**src/rtl/sp_eeread_pkg.sv**
```systemverilog
package sp_eeread_pkg;

    localparam int CMD_W     = 4;
    localparam int OPD_W     = 16;
    localparam int FRAME_W   = CMD_W + OPD_W;
    localparam int ADDR_W    = 8;
    localparam int STEP_W    = 3;
    localparam int BYTE_W    = 8;

    // step at which each later byte restarts (address load)
    localparam logic [STEP_W-1:0] RELOAD_STEP = 3'd2;
    localparam logic [STEP_W-1:0] FINAL_STEP  = 3'd7;

    typedef enum logic [CMD_W-1:0] {
        CMD_CORE  = 4'b0000,
        CMD_SHOUT = 4'b0010
    } cmd_e;

    typedef struct packed {
        cmd_e             cmd;
        logic [OPD_W-1:0] opd;
        logic             rdbk;
    } xfer_t;

    typedef enum logic [2:0] {
        PH_IDLE,
        PH_HIGH,
        PH_LOW,
        PH_CGAP,
        PH_TURN
    } phase_e;

    typedef enum logic [1:0] {
        SQ_IDLE,
        SQ_ISSUE,
        SQ_WAIT
    } seq_e;

    function automatic int max3(input int a, input int b, input int c);
        int m;
        m = (a > b) ? a : b;
        return (m > c) ? m : c;
    endfunction

    // frame contents for each step of one byte read
    function automatic xfer_t step_xfer(input logic [STEP_W-1:0] step,
                                        input logic [ADDR_W-1:0] addr);
        xfer_t x;
        x.cmd  = CMD_CORE;
        x.rdbk = 1'b0;
        case (step)
            3'd0:    x.opd = 16'h9EA6;
            3'd1:    x.opd = 16'h9CA6;
            3'd2:    x.opd = {8'h0E, addr};
            3'd3:    x.opd = 16'h6EA9;
            3'd4:    x.opd = 16'h80A6;
            3'd5:    x.opd = 16'h50A8;
            3'd6:    x.opd = 16'h6EF5;
            default: begin
                x.cmd  = CMD_SHOUT;
                x.opd  = '0;
                x.rdbk = 1'b1;
            end
        endcase
        return x;
    endfunction

endpackage

```
**src/rtl/sp_bit_shifter.sv**
```systemverilog
module sp_bit_shifter
    import sp_eeread_pkg::*;
#(
    parameter int CLK_HALF = 4,
    parameter int CMD_GAP  = 2,
    parameter int TURN_GAP = 2
) (
    input  logic                clk,
    input  logic                rst,
    input  logic                go,
    input  xfer_t               req,
    input  logic                pdat_in,
    output logic                pclk,
    output logic                pdat,
    output logic                pdat_oe,
    output logic [BYTE_W-1:0]   rbyte,
    output logic                fin
);

    localparam int TMR_MAX = max3(CLK_HALF, CMD_GAP, TURN_GAP);
    localparam int TMR_W   = $clog2(TMR_MAX + 1);
    localparam int BIT_W   = $clog2(FRAME_W);

    localparam logic [TMR_W-1:0] HALF_LD = TMR_W'(CLK_HALF - 1);
    localparam logic [TMR_W-1:0] CGAP_LD = TMR_W'(CMD_GAP - 1);
    localparam logic [TMR_W-1:0] TURN_LD = TMR_W'(TURN_GAP - 1);

    localparam logic [BIT_W-1:0] LAST_BIT = BIT_W'(FRAME_W - 1);
    localparam logic [BIT_W-1:0] CMD_LAST = BIT_W'(CMD_W - 1);
    localparam logic [BIT_W-1:0] TURN_BIT = BIT_W'(CMD_W + OPD_W/2 - 1);
    localparam logic [BIT_W-1:0] FIRST_IN = BIT_W'(CMD_W + OPD_W/2);

    phase_e             ph;
    logic [FRAME_W-1:0] sreg;
    logic [BIT_W-1:0]   bidx;
    logic [TMR_W-1:0]   tmr;
    logic               rdbk;
    logic               tmr_zero;
    logic               low_end;
    logic               do_rise;

    assign tmr_zero = (tmr == '0);
    assign low_end  = (ph == PH_LOW) && tmr_zero;

    always_comb begin
        do_rise = 1'b0;
        if (low_end) begin
            do_rise = !((bidx == LAST_BIT) || (bidx == CMD_LAST) ||
                        (rdbk && (bidx == TURN_BIT)));
        end else if ((ph == PH_CGAP) || (ph == PH_TURN)) begin
            do_rise = tmr_zero;
        end
    end

    always_ff @(posedge clk) begin
        if (rst) begin
            ph      <= PH_IDLE;
            sreg    <= '0;
            bidx    <= '0;
            tmr     <= '0;
            rdbk    <= 1'b0;
            pclk    <= 1'b0;
            pdat    <= 1'b0;
            pdat_oe <= 1'b0;
            rbyte   <= '0;
            fin     <= 1'b0;
        end else begin
            fin <= 1'b0;
            case (ph)
                PH_IDLE: begin
                    if (go) begin
                        sreg    <= {req.opd, req.cmd};
                        rdbk    <= req.rdbk;
                        bidx    <= '0;
                        pclk    <= 1'b1;
                        pdat    <= req.cmd[0];
                        pdat_oe <= 1'b1;
                        tmr     <= HALF_LD;
                        ph      <= PH_HIGH;
                    end
                end
                PH_HIGH: begin
                    if (tmr_zero) begin
                        pclk <= 1'b0;
                        if (rdbk && (bidx >= FIRST_IN))
                            rbyte <= {pdat_in, rbyte[BYTE_W-1:1]};
                        if (rdbk && (bidx == TURN_BIT))
                            pdat_oe <= 1'b0;
                        tmr <= HALF_LD;
                        ph  <= PH_LOW;
                    end else begin
                        tmr <= tmr - 1'b1;
                    end
                end
                PH_LOW: begin
                    if (!tmr_zero) begin
                        tmr <= tmr - 1'b1;
                    end else if (bidx == LAST_BIT) begin
                        fin     <= 1'b1;
                        pdat    <= 1'b0;
                        pdat_oe <= 1'b0;
                        ph      <= PH_IDLE;
                    end else if (bidx == CMD_LAST) begin
                        tmr <= CGAP_LD;
                        ph  <= PH_CGAP;
                    end else if (rdbk && (bidx == TURN_BIT)) begin
                        tmr <= TURN_LD;
                        ph  <= PH_TURN;
                    end
                end
                PH_CGAP, PH_TURN: begin
                    if (!tmr_zero)
                        tmr <= tmr - 1'b1;
                end
                default: ph <= PH_IDLE;
            endcase

            if (do_rise) begin
                bidx <= bidx + 1'b1;
                sreg <= sreg >> 1;
                pdat <= sreg[1];
                pclk <= 1'b1;
                tmr  <= HALF_LD;
                ph   <= PH_HIGH;
            end
        end
    end

endmodule

```
**src/rtl/sp_step_ctrl.sv**
```systemverilog
module sp_step_ctrl
    import sp_eeread_pkg::*;
#(
    parameter int CNT_W = 9
) (
    input  logic                clk,
    input  logic                rst,
    input  logic                start,
    input  logic [ADDR_W-1:0]   addr_in,
    input  logic [CNT_W-1:0]    count_in,
    input  logic                fin,
    input  logic [BYTE_W-1:0]   rbyte,
    output logic                go,
    output xfer_t               req,
    output logic                busy,
    output logic                byte_valid,
    output logic [BYTE_W-1:0]   byte_out,
    output logic                done
);

    localparam logic [CNT_W-1:0] ONE = CNT_W'(1);

    seq_e              st;
    logic [STEP_W-1:0] step;
    logic [ADDR_W-1:0] cur_addr;
    logic [CNT_W-1:0]  remain;

    assign req  = step_xfer(step, cur_addr);
    assign go   = (st == SQ_ISSUE);
    assign busy = (st != SQ_IDLE);

    always_ff @(posedge clk) begin
        if (rst) begin
            st         <= SQ_IDLE;
            step       <= '0;
            cur_addr   <= '0;
            remain     <= '0;
            byte_valid <= 1'b0;
            byte_out   <= '0;
            done       <= 1'b0;
        end else begin
            byte_valid <= 1'b0;
            done       <= 1'b0;
            case (st)
                SQ_IDLE: begin
                    if (start) begin
                        cur_addr <= addr_in;
                        remain   <= count_in;
                        step     <= '0;
                        if (count_in == '0)
                            done <= 1'b1;
                        else
                            st <= SQ_ISSUE;
                    end
                end
                SQ_ISSUE: st <= SQ_WAIT;
                SQ_WAIT: begin
                    if (fin) begin
                        if (step != FINAL_STEP) begin
                            step <= step + 1'b1;
                            st   <= SQ_ISSUE;
                        end else begin
                            byte_valid <= 1'b1;
                            byte_out   <= rbyte;
                            if (remain == ONE) begin
                                done <= 1'b1;
                                st   <= SQ_IDLE;
                            end else begin
                                remain   <= remain - 1'b1;
                                cur_addr <= cur_addr + 1'b1;
                                step     <= RELOAD_STEP;
                                st       <= SQ_ISSUE;
                            end
                        end
                    end
                end
                default: st <= SQ_IDLE;
            endcase
        end
    end

endmodule

```
**src/rtl/sp_eeread_host.sv**
```systemverilog
module sp_eeread_host
    import sp_eeread_pkg::*;
#(
    parameter int CLK_HALF = 4,
    parameter int CMD_GAP  = 2,
    parameter int TURN_GAP = 2,
    parameter int CNT_W    = 9
) (
    input  logic              clk,
    input  logic              rst,
    input  logic              start_i,
    input  logic [7:0]        addr_i,
    input  logic [CNT_W-1:0]  count_i,
    output logic              busy_o,
    output logic              done_o,
    output logic              byte_valid_o,
    output logic [7:0]        byte_o,
    output logic              pclk_o,
    output logic              pdat_o,
    output logic              pdat_oe_o,
    input  logic              pdat_i
);

    logic              go;
    xfer_t             req;
    logic              fin;
    logic [BYTE_W-1:0] rbyte;

    sp_step_ctrl #(
        .CNT_W(CNT_W)
    ) u_ctrl (
        .clk        (clk),
        .rst        (rst),
        .start      (start_i),
        .addr_in    (addr_i),
        .count_in   (count_i),
        .fin        (fin),
        .rbyte      (rbyte),
        .go         (go),
        .req        (req),
        .busy       (busy_o),
        .byte_valid (byte_valid_o),
        .byte_out   (byte_o),
        .done       (done_o)
    );

    sp_bit_shifter #(
        .CLK_HALF(CLK_HALF),
        .CMD_GAP (CMD_GAP),
        .TURN_GAP(TURN_GAP)
    ) u_shift (
        .clk     (clk),
        .rst     (rst),
        .go      (go),
        .req     (req),
        .pdat_in (pdat_i),
        .pclk    (pclk_o),
        .pdat    (pdat_o),
        .pdat_oe (pdat_oe_o),
        .rbyte   (rbyte),
        .fin     (fin)
    );

endmodule

```
**config.mk**
```make
export PLATFORM = sky130hd
export DESIGN_NAME = sp_eeread_host
export DESIGN_NICKNAME = d
export VERILOG_FILES = /design/src/rtl/sp_eeread_pkg.sv /design/src/rtl/sp_bit_shifter.sv /design/src/rtl/sp_step_ctrl.sv /design/src/rtl/sp_eeread_host.sv
export SDC_FILE = /design/constraint.sdc
export NUM_CORES = 1
export LEC_CHECK = 0
export BUFFER_PORTS_ARGS = -buffer_cell sky130_fd_sc_hd__buf_2
export CORE_ASPECT_RATIO = 0.9
export CORE_MARGIN = 3
export CORE_UTILIZATION = 35
export CTS_BUF_LIST = sky130_fd_sc_hd__clkbuf_16
export CTS_CLUSTER_SIZE = 8
export DETAILED_ROUTE_END_ITERATION = 8
export PLACE_DENSITY = 0.59
export SYNTH_ARGS = -nofsm -noshare
export SYNTH_HDL_FRONTEND = slang
export SYNTH_SLANG_ARGS = --single-unit
```
**constraint.sdc**
```tcl
create_clock -name clk -period 5.5 [get_ports clk]
set_clock_uncertainty 0.2 [all_clocks]
set_input_delay 1.1 -clock clk [delete_from_list [all_inputs] [get_ports clk]]
set_output_delay 1.1 -clock clk [all_outputs]
set_load 0.01 [all_outputs]
```
==> flow_summary.yaml <==
outcome:
  status: "finished clean"
global_routing:
  overflow: 0
  met3_usage: 0.0387
  grt_pass1_wl_mm: 16.7
  grt.met2_usage: 0.230
  track_usage: 0.156
  met1_usage: 0.226
  grt_pass1_vias: 3341
  grt_max_degree: 50
  antenna_found_initial: 0
  busiest_layer: "met2"
cells_and_area:
  final_cell_mix: "dfxtp_1 (75), nand2_1 (60), a21oi_1 (55)"
  syn2layout_area_growth_pct: 11.9
  final_cells: 669
  num_antenna_cells: 0
  layout_commonest_cell: "dfxtp_1"
  drive_gt1_frac: 0.147
  fin_nets: 546
route:
  dr.first_iter.drc_count: 272
  via_count: 3611
  first_pass_iters: 5
  viasPerCell: 5.40
  drc: 0
  routedWlPerCell_um: 14.4
  postRouteAntennaNets: 0
  totalWireLength_mm: 9.62
clock_tree:
  cts_tree: "yes"
  htreeDepth: 3
  post_cts_buffers: 0
  clock_latency_ps: 330
  clock-sinks: 75
  clock-root-buffer: "clkbuf_16"
  cts_buffers: 9
  hold_buffers: 0
  cts_repair_resize_count: 0
  cts.clk_slew.worst_paths_ps: 60
  cts_buffer_depth: 2
timing:
  setup_viol_count_final: 0
  setup_tns_ps: 0
  finalCritPeriodShare: 0.544
  slew_violations: 0
  worst_pin_slew_ps: 1040
  rsz0062_at_grt: "false"
  finalHoldViolCount: 0
  slew_headroom: 0.305
  whs_ps: 254
  fin_crit_ps: 2990
  fmax_ghz: 0.334
critical_path:
  slowest_delay_ps: 880
  worstPathRequired_ps: 4200
  slowest_stage: "dfxtp_1"
  path_max_fanout: 22
  arrival_ps: 1690
  cp-end-kind: "output pin"
  path_cells: "nor2_1 -> inv_1 -> buf_2"
  worstSetupPathType: "register to output pin"
  startpoint_type: "register"
yosys:
  syn_nets: 537
  synth_seq_cells: 75
  avgSynthCellArea_um2: 8.07
  synthFlopType: "dfxtp_1"
  synth_seq_area_share: 0.370
  synth.distinct_cells: 60
  synth_edf_count: 0
  synth_area_um2: 4060
  yosys_warnings: 0
  netlist_instances: 503
  async_flop_share: 0
pwr:
  ir_drop_v: 0.000185
  cellPowerDensity_nw_per_um2: 336
  leakagePower_uw: 0.00162
  p_total_uw: 1530
min_path:
  hold_path.class: "register to register"
floorplanning:
  io_pins: 35
  start_util: 0.367
  rows: 36
  die_w_um: 120
  core-area_um2: 11100
  die_h_um: 108
  die_area_um2: 12900
placed_design:
  port_buffers: 34
  dp.cells: 653
  place.gp.congestion: 0.839
  dpl.hpwl_mm: 6.53
flow_run:
  drv_cap: 0
## power by group
part / total, µW / internal [µW] / switching (µW)
clock network: 590 / 354 / 236
registers: 628 / 583 / 44.8
logic: 308 / 113 / 195
## synth_stat cells, types with 8 or more instances
| library cell | instances | area, µm² |
|---|---|---|
| nand2_1 | 60 | 225 |
| nor3_1 | 18 | 90.1 |
| inv_1 | 13 | 48.8 |
| a21oi_1 | 55 | 275 |
| nand3_1 | 26 | 130 |
| a31oi_1 | 9 | 56.3 |
| ha_1 | 13 | 163 |
| mux2i_1 | 10 | 100 |
| nor2_1 | 38 | 143 |
| o21ai_1 | 8 | 40.0 |
| o21ai_0 | 16 | 80.1 |
| buf_2 | 11 | 55.1 |
| dfxtp_1 | 75 | 1500 |
| nand2b_1 | 22 | 138 |
| clkbuf_1 | 20 | 75.1 |
## sequential cells by signal (all words and copies together), names as in the netlist, 2 cells and up
signal / count
u_shift.ph: 3
u_ctrl.remain: 9
u_ctrl.cur_addr: 8
u_shift.sreg: 19
u_shift.rbyte: 8
u_shift.tmr: 3
u_shift.bidx: 5
u_ctrl.step: 3
u_ctrl.st: 2
u_ctrl.byte_out: 8
## path summary, 6_finish.rpt
| check | slack, ps | to | from | cells past startpoint |
|---|---|---|---|---|
| setup / recovery | 2510 | busy_o | u_ctrl.st[1] | 3 |
| hold / removal | 250 | u_ctrl.byte_out[3] | u_ctrl.byte_out[3] | 2 |
| setup reg to reg | 2720 | u_ctrl.remain[1] | u_ctrl.step[0] | 7 |
| hold reg to reg | 250 | u_ctrl.byte_out[3] | u_ctrl.byte_out[3] | 2 |
## logic make-up after synthesis
family	share of synthesized area
flops	0.370
simple gates	0.241
xor+xnor	0.00647
compound gates	0.256
buf+inv	0.0616
mux	0.0246
fa+ha+maj	0.0401
## metrics by stage
stage	worst slack, ps	utilization	cell area (µm²)
after CTS	2480	0.410	4540
final	2510	0.410	4540
after detailed placement	2570	0.383	4240
after global routing	2350	0.410	4540
after global placement	2590	0.383	4240
after floorplan	3260	-	4060
## critical path: cells and delay by family, from the launching register on
kind / cells / cell delay (ps)
buffers and inverters: 2 / 230
flip-flops: 1 / 880
AND/OR/NAND/NOR: 1 / 250
## layout make-up
type	count	area, µm²
sequential	75	1500
clock inverter	7	77.6
inverter	14	52.6
fill	1176	6540
timing repair buffer	36	185
clock buffer	9	225
tap	152	190
multi-input combinational	376	2310
## layer usage
layer  wire length, µm  vias to the layer above
li1                  -                     1830
met1              4980                     1700
met2              4170                       71
met3               387                       10
met4                91                        0
met5                 0                        -
Power figures use the tool's default switching activity.
